### config.mk
export PLATFORM = sky130hd
export DESIGN_NAME = pf_reg_port
export DESIGN_NICKNAME = d
export VERILOG_FILES = /design/src/rtl/pf_pkg.sv /design/src/rtl/pf_sync.sv /design/src/rtl/pf_guard.sv /design/src/rtl/pf_cycle.sv /design/src/rtl/pf_reg_port.sv
export SDC_FILE = /design/constraint.sdc
export NUM_CORES = 1
export LEC_CHECK = 0
export ABC_AREA = 1
export CAP_MARGIN = 10
export CORE_MARGIN = 3
export CORE_UTILIZATION = 39
export CTS_CLUSTER_SIZE = 12
export DETAILED_ROUTE_END_ITERATION = 12
export DONT_BUFFER_PORTS = 1
export PLACE_DENSITY = 0.58
export REMOVE_ABC_BUFFERS = 1
export SETUP_SLACK_MARGIN = 0.2
export SYNTH_ARGS = -nofsm -noshare
export SYNTH_HDL_FRONTEND = slang
export SYNTH_SLANG_ARGS = --single-unit
### constraint.sdc
create_clock -name clk_i -period 1.7 [get_ports clk_i]
set_input_delay 0.425 -clock clk_i [delete_from_list [all_inputs] [get_ports clk_i]]
set_output_delay 0.425 -clock clk_i [all_outputs]
set_load 0.02 [all_outputs]
### src/rtl/pf_pkg.sv
package pf_pkg;
  typedef struct packed {
    logic cs_n;
    logic oe_n;
    logic we_n;
  } ctl_t;

  typedef struct packed {
    logic prot;
    logic batt;
    logic pgood;
  } pwr_t;
endpackage

### src/rtl/pf_sync.sv
module pf_sync #(
  parameter int          W   = 1,
  parameter logic [W-1:0] RST = '0
) (
  input  logic         clk_i,
  input  logic         rst_ni,
  input  logic [W-1:0] d_i,
  output logic [W-1:0] q_o
);
  logic [W-1:0] meta_q, sync_q;

  always_ff @(posedge clk_i or negedge rst_ni) begin
    if (!rst_ni) begin
      meta_q <= RST;
      sync_q <= RST;
    end else begin
      meta_q <= d_i;
      sync_q <= meta_q;
    end
  end

  assign q_o = sync_q;
endmodule

### src/rtl/pf_guard.sv
module pf_guard #(
  parameter int HOLD_CYC = 10_000_000
) (
  input  logic clk_i,
  input  logic rst_ni,
  input  logic prot_i,
  input  logic batt_i,
  input  logic pgood_i,
  output logic block_o
);
  localparam int CNT_W = $clog2(HOLD_CYC + 1);

  logic             locked_q;
  logic [CNT_W-1:0] cnt_q;
  logic             low;

  assign low = prot_i | batt_i;

  always_ff @(posedge clk_i or negedge rst_ni) begin
    if (!rst_ni) begin
      locked_q <= 1'b1;
      cnt_q    <= '0;
    end else if (low) begin
      locked_q <= 1'b1;
      cnt_q    <= '0;
    end else if (locked_q) begin
      if (!pgood_i) begin
        cnt_q <= '0;
      end else if (cnt_q == CNT_W'(HOLD_CYC - 1)) begin
        locked_q <= 1'b0;
        cnt_q    <= '0;
      end else begin
        cnt_q <= cnt_q + 1'b1;
      end
    end
  end

  assign block_o = locked_q | low;


  holdoff_pgood_chk: assert property (@(posedge clk_i) disable iff (!rst_ni)
    $fell(locked_q) |-> $past(pgood_i) && !$past(low));

  holdoff_range_chk: assert property (@(posedge clk_i) disable iff (!rst_ni)
    cnt_q < CNT_W'(HOLD_CYC));

  lock_on_low_chk: assert property (@(posedge clk_i) disable iff (!rst_ni)
    low |=> locked_q);
endmodule

### src/rtl/pf_cycle.sv
module pf_cycle #(
  parameter int ADDR_W = 15,
  parameter int DATA_W = 8
) (
  input  logic              clk_i,
  input  logic              rst_ni,
  input  logic              cs_n_i,
  input  logic              oe_n_i,
  input  logic              we_n_i,
  input  logic [ADDR_W-1:0] addr_i,
  input  logic [DATA_W-1:0] data_i,
  input  logic              block_i,
  output logic              rd_o,
  output logic              wr_en_o,
  output logic [ADDR_W-1:0] wr_addr_o,
  output logic [DATA_W-1:0] wr_data_o
);
  logic              in_wr_q, idle_seen_q, wr_act, idle, start;
  logic [ADDR_W-1:0] wa_q;
  logic [DATA_W-1:0] wd_q;

  assign wr_act = !cs_n_i && !we_n_i;
  assign idle   = cs_n_i || (we_n_i && oe_n_i);
  assign start  = !in_wr_q && wr_act && !block_i && idle_seen_q;
  assign rd_o   = !cs_n_i && !oe_n_i && we_n_i && !block_i && !in_wr_q;

  always_ff @(posedge clk_i or negedge rst_ni) begin
    if (!rst_ni) begin
      in_wr_q     <= 1'b0;
      idle_seen_q <= 1'b0;
      wa_q        <= '0;
      wd_q        <= '0;
      wr_en_o     <= 1'b0;
      wr_addr_o   <= '0;
      wr_data_o   <= '0;
    end else begin
      wr_en_o     <= 1'b0;
      idle_seen_q <= !block_i && !start && !in_wr_q && (idle_seen_q || idle);
      if (start) begin
        in_wr_q <= 1'b1;
        wa_q    <= addr_i;
        wd_q    <= data_i;
      end else if (in_wr_q) begin
        if (block_i) begin
          in_wr_q <= 1'b0;                 // discarded by protection
        end else if (!wr_act) begin
          in_wr_q   <= 1'b0;               // earlier rising strobe commits
          wr_en_o   <= 1'b1;
          wr_addr_o <= wa_q;
          wr_data_o <= wd_q;
        end else if (addr_i != wa_q) begin
          in_wr_q <= 1'b0;                 // address moved: abort
        end else begin
          wd_q <= data_i;
        end
      end
    end
  end


  single_pulse_chk: assert property (@(posedge clk_i) disable iff (!rst_ni)
    wr_en_o |=> !wr_en_o);

  commit_src_chk: assert property (@(posedge clk_i) disable iff (!rst_ni)
    wr_en_o |-> $past(in_wr_q) && !in_wr_q);

  protect_discard_chk: assert property (@(posedge clk_i) disable iff (!rst_ni)
    (in_wr_q && block_i) |=> !wr_en_o);

  addr_abort_chk: assert property (@(posedge clk_i) disable iff (!rst_ni)
    (in_wr_q && wr_act && !block_i && addr_i != wa_q) |=> !wr_en_o && !in_wr_q);

  no_drive_write_chk: assert property (@(posedge clk_i) disable iff (!rst_ni)
    (in_wr_q || wr_act) |-> !rd_o);

  start_after_idle_chk: assert property (@(posedge clk_i) disable iff (!rst_ni)
    $rose(in_wr_q) |-> $past(idle_seen_q));
endmodule

### src/rtl/pf_reg_port.sv
module pf_reg_port #(
  parameter int ADDR_W   = 15,
  parameter int DATA_W   = 8,
  parameter int CLK_HZ   = 50_000_000,
  parameter int HOLD_MS  = 200,
  parameter int HOLD_CYC = CLK_HZ / 1000 * HOLD_MS
) (
  input  logic              clk_i,
  input  logic              rst_ni,
  input  logic              cs_n_i,
  input  logic              oe_n_i,
  input  logic              we_n_i,
  input  logic [ADDR_W-1:0] addr_i,
  input  logic [DATA_W-1:0] data_i,
  output logic [DATA_W-1:0] data_o,
  output logic              data_oe_o,
  input  logic              prot_i,
  input  logic              batt_i,
  input  logic              pgood_i,
  output logic [ADDR_W-1:0] rd_addr_o,
  input  logic [DATA_W-1:0] rd_data_i,
  output logic              wr_en_o,
  output logic [ADDR_W-1:0] wr_addr_o,
  output logic [DATA_W-1:0] wr_data_o
);
  import pf_pkg::*;

  localparam int BUS_W = ADDR_W + DATA_W;

  ctl_t              ctl_raw, ctl_s;
  pwr_t              pwr_raw, pwr_s;
  logic [BUS_W-1:0]  bus_s;
  logic [ADDR_W-1:0] addr_s;
  logic [DATA_W-1:0] wdat_s;
  logic              block, rd;

  assign ctl_raw = '{cs_n: cs_n_i, oe_n: oe_n_i, we_n: we_n_i};
  assign pwr_raw = '{prot: prot_i, batt: batt_i, pgood: pgood_i};

  pf_sync #(.W($bits(ctl_t)), .RST('1)) u_ctl_sync (
    .clk_i, .rst_ni, .d_i(ctl_raw), .q_o(ctl_s));
  pf_sync #(.W($bits(pwr_t)), .RST(3'b110)) u_pwr_sync (
    .clk_i, .rst_ni, .d_i(pwr_raw), .q_o(pwr_s));
  pf_sync #(.W(BUS_W), .RST('0)) u_bus_sync (
    .clk_i, .rst_ni, .d_i({addr_i, data_i}), .q_o(bus_s));

  assign {addr_s, wdat_s} = bus_s;

  pf_guard #(.HOLD_CYC(HOLD_CYC)) u_guard (
    .clk_i, .rst_ni,
    .prot_i(pwr_s.prot), .batt_i(pwr_s.batt), .pgood_i(pwr_s.pgood),
    .block_o(block));

  pf_cycle #(.ADDR_W(ADDR_W), .DATA_W(DATA_W)) u_cycle (
    .clk_i, .rst_ni,
    .cs_n_i(ctl_s.cs_n), .oe_n_i(ctl_s.oe_n), .we_n_i(ctl_s.we_n),
    .addr_i(addr_s), .data_i(wdat_s), .block_i(block),
    .rd_o(rd), .wr_en_o, .wr_addr_o, .wr_data_o);

  assign rd_addr_o = addr_s;
  assign data_oe_o = rd;
  assign data_o    = rd ? rd_data_i : '0;


  batt_no_write_chk: assert property (@(posedge clk_i) disable iff (!rst_ni)
    (pwr_s.batt && $past(pwr_s.batt)) |-> !wr_en_o && !data_oe_o);

  prot_no_read_chk: assert property (@(posedge clk_i) disable iff (!rst_ni)
    pwr_s.prot |-> !data_oe_o);
endmodule

==> flow_metrics.env <==
export IMPL_crit_fanout=9
export IMPL_worstPathRequired_ps=1270
export IMPL_dpl_instance_area_mm2=0.005649
export IMPL_die_area_mm2=0.01516
export IMPL_place_inst=756
export IMPL_path_delay_family="simple AND/OR/NAND/NOR gates"
export IMPL_h_tree_depth=4
export IMPL_ys_ff_latch=132
export IMPL_start_kind="flop"
export IMPL_mostFrequentLayoutCells="nand2_1 (163), dfrtp_1 (121), inv_1 (59)"
export IMPL_path_clk_slew_ps=50
export IMPL_final_util_pct=51.41
export IMPL_drive_above_1_share_pct=27.67
export IMPL_grt_overflow=0
export IMPL_p_leak_nw=3.157
export IMPL_drc=0
export IMPL_fin_hold_ws_ps=-286.1
export IMPL_cp_arrival_ps=1630
export IMPL_viasPerCell=4.672
export IMPL_finalNonFillerCells=812
export IMPL_synth_top_area_share_pct=56.59
export IMPL_syn_to_final_growth_pct=28.25
export IMPL_start_util_pct=40.08
export IMPL_synth_xor_area_share_pct=1.146
export IMPL_fin_ws_ps=-358.5
export IMPL_drt_iter0_drc=150
export IMPL_yosys_area_share_simple_pct=23.81
export IMPL_postSynthAreaPerCell_um2=9.321
export IMPL_setup_viol=14
export IMPL_muxShareOfSynthArea_pct=0.4210
export IMPL_die_y_um=123.1
export IMPL_design_core_area_mm2=0.01335
export IMPL_ir_drop_uv=893.3
export IMPL_num_io_pins=87
export IMPL_syn_area_mm2=0.005350
export IMPL_power_density_mw_per_mm2=1030
export IMPL_synthDistinctLibCells=32
export IMPL_finalInstanceArea_mm2=0.006862
export IMPL_rrSetupSlack_ps=-10
export IMPL_grt_antenna_before_repair=0
export IMPL_finalCritPeriodShare_pct=121.1
export IMPL_grt_max_degree=133
export IMPL_timing_fmax_mhz=485.8
export IMPL_root_buffer="clkbuf_16"
export IMPL_hold_class="primary input to asynchronous set/reset pin"
export IMPL_wl_um=11450
export IMPL_end_kind="primary output"
export IMPL_cts_tree="yes"
export IMPL_netlist_instances=574
export IMPL_synthAdderAreaFrac_pct=0.2339
export IMPL_cp_cell_sequence="nor2_4, nand2_2, inv_2, nand4_1, buf_6, nor2_1, buf_4"
export IMPL_die_w_um=123.1
export IMPL_path_class="flop to primary output"
export IMPL_tightest_slew_ps=360.9
export IMPL_vias=3794
export IMPL_diodes=0
export IMPL_cts_hold_repair_buffers=5
export IMPL_final_antenna_net_count=0
export IMPL_clockBufferDepth=2
export IMPL_clk_latency_ps=420
export IMPL_finClkSkew_ps=12.02
export IMPL_synth_compound_area_share_pct=4.654
export IMPL_relSlewSlack_pct=75.94
export IMPL_status="finished with violations"
export IMPL_grt_pass1_wl_um=18210
export IMPL_critPathBufInv=3
export IMPL_yosys_warnings=0
export IMPL_final_common_cell="nand2_1"
export IMPL_synth_area_leader_cell="dfrtp_1"
export IMPL_ys_flop_type="dfrtp_1"
export IMPL_clkSinkCount=132
export IMPL_rr_worst_depth=12
export IMPL_drv_cap=0
export IMPL_rows=42
export IMPL_gp_congestion=0.8770
export IMPL_synth_top_family_by_area="simple AND/OR/NAND/NOR gates"
export IMPL_finalPower_mw=7.068
export IMPL_port_buffers=0
export IMPL_synthTopCellsByArea="dfrtp_1 (57%), nand2_1 (13%), dfstp_2 (5.4%)"
export IMPL_hpwl_um=7238
export IMPL_nets=663
export IMPL_maxSlewViolCount=0
export IMPL_cts_buffers=17
export IMPL_ys_seq_area_share_pct=62.00
export IMPL_first_pass_iters=4
export IMPL_synth_edf_count=0
export IMPL_grt_util_all_layers_pct=15.92
export IMPL_slowest_stage="dfstp_2"
export IMPL_cpPeakStageDelay_ps=370
export IMPL_rsz0062_at_grt="true"
export IMPL_fin_crit_ps=2059
export IMPL_grt_pass1_vias=3727
export IMPL_hold_viol=132
export IMPL_r2r_start="u_pwr_sync.q_o[1]"
export IMPL_wl_per_cell_um=14.10
export IMPL_violations="negative hold slack, negative setup slack"
export IMPL_r2r_end="u_cycle.wd_q[4]"
export IMPL_async_flop_share_pct=100.0
==> synthesized netlist by cell type, types with 2 or more instances <==
library cell / n
nand2_1: 181
dfrtp_1: 121
inv_1: 62
nor2_1: 51
o21ai_0: 38
nand3_1: 28
buf_4: 15
dfstp_2: 11
nand4_1: 9
nor3_1: 7
xor2_1: 7
clkbuf_1: 5
a21oi_1: 4
buf_2: 4
nor2_2: 4
nand2_2: 3
nor2_4: 3
o21ai_1: 3
buf_6: 2
inv_2: 2
mux2_2: 2
nand3b_1: 2
==> flip-flops by register name (all words and copies together), names as in the netlist <==
name and flops:
u_cycle.wr_data_o 8, u_guard.cnt_q 24, u_cycle.idle_seen_q 1, u_pwr_sync.meta_q 3
u_guard.locked_q 1, u_cycle.wa_q 15, u_ctl_sync.q_o 3, u_bus_sync.meta_q 23
u_ctl_sync.meta_q 3, u_pwr_sync.q_o 3, u_cycle.in_wr_q 1, u_cycle.wr_addr_o 15
u_cycle.wd_q 8, u_cycle.wr_en_o 1, u_bus_sync.q_o 23
==> kinds of logic (layout without fill, tap and decap cells) <==
family	after synthesis	in the layout
DFF	132	132
muxes	2	2
adders and majority gates	1	1
and+or+nand+nor	295	297
AOI/OAI and AO/OA	47	47
xor gates and xnor gates	7	7
buffers and inverters	90	150
==> metal layers <==
layer	vias to the layer above	part of all wire [%]	track usage, %
li1	1869	-	-
met3	14	6.5	5.993
met2	100	49	24.80
met4	0	1.5	7.059
met1	1811	43	19.83
met5	-	0	0
==> how the worst max path moves through the flow <==
stage	from	endpoint	slack [ps]	cells past startpoint
5_1_grt	u_pwr_sync.q_o[1]	data_o[0]	-500	7
6_report	u_pwr_sync.q_o[1]	data_o[0]	-360	7
2_1_floorplan	u_pwr_sync.q_o[1]	data_o[0]	-290	5
3_3_place_gp	u_pwr_sync.q_o[1]	data_o[1]	20	7
4_1_cts	u_pwr_sync.q_o[1]	data_o[0]	-400	7
3_5_place_dp	u_pwr_sync.q_o[1]	data_o[4]	-20	7
==> worst reg2reg max path, delay by kind of cell (launching register included) <==
kind / cells / cell delay (ps)
buffers and inverters: 3 / 360
DFF: 1 / 370
and+or+nand+nor: 9 / 910
==> area by class of cell <==
class | count | area [um^2]
Clock buffer | 23 | 467.9
Clock inverter | 9 | 131.4
Fill cell | 1170 | 6486
Inverter | 64 | 256.5
Multi-Input combinational cell | 354 | 1956
Sequential cell | 132 | 3317
Tap cell | 176 | 220.2
Timing Repair Buffer | 54 | 513.0
==> power by group <==
group	internal [mW]	switching (mW)	total, mW	leakage, nW
clock network	2.38	1.28	3.66	0.284
registers	3.23	0.0422	3.27	1.69
logic	0.0592	0.0801	0.139	1.18
==> through the flow <==
stage | TNS (ps) | worst slack (ps)
4_1_cts | -3426 | -398.6
3_5_place_dp | -51.89 | -18.27
6_report | -3115 | -358.5
5_1_grt | -7170 | -504.5
2_1_floorplan | -2607 | -289.4
3_3_place_gp | 0 | 18.93
==> repair_timing <==
| item | 4_1_cts | 5_1_grt |
|---|---|---|
| resized for setup | 40 | 77 |
| cloned | 2 | 1 |
| pin swaps | 6 | 18 |
| endpoints found under the hold margin | 137 | 132 |
| buffers inserted | 5 | 11 |
| endpoints found under the setup margin | 72 | 75 |
(Power assumes the default switching activity.)
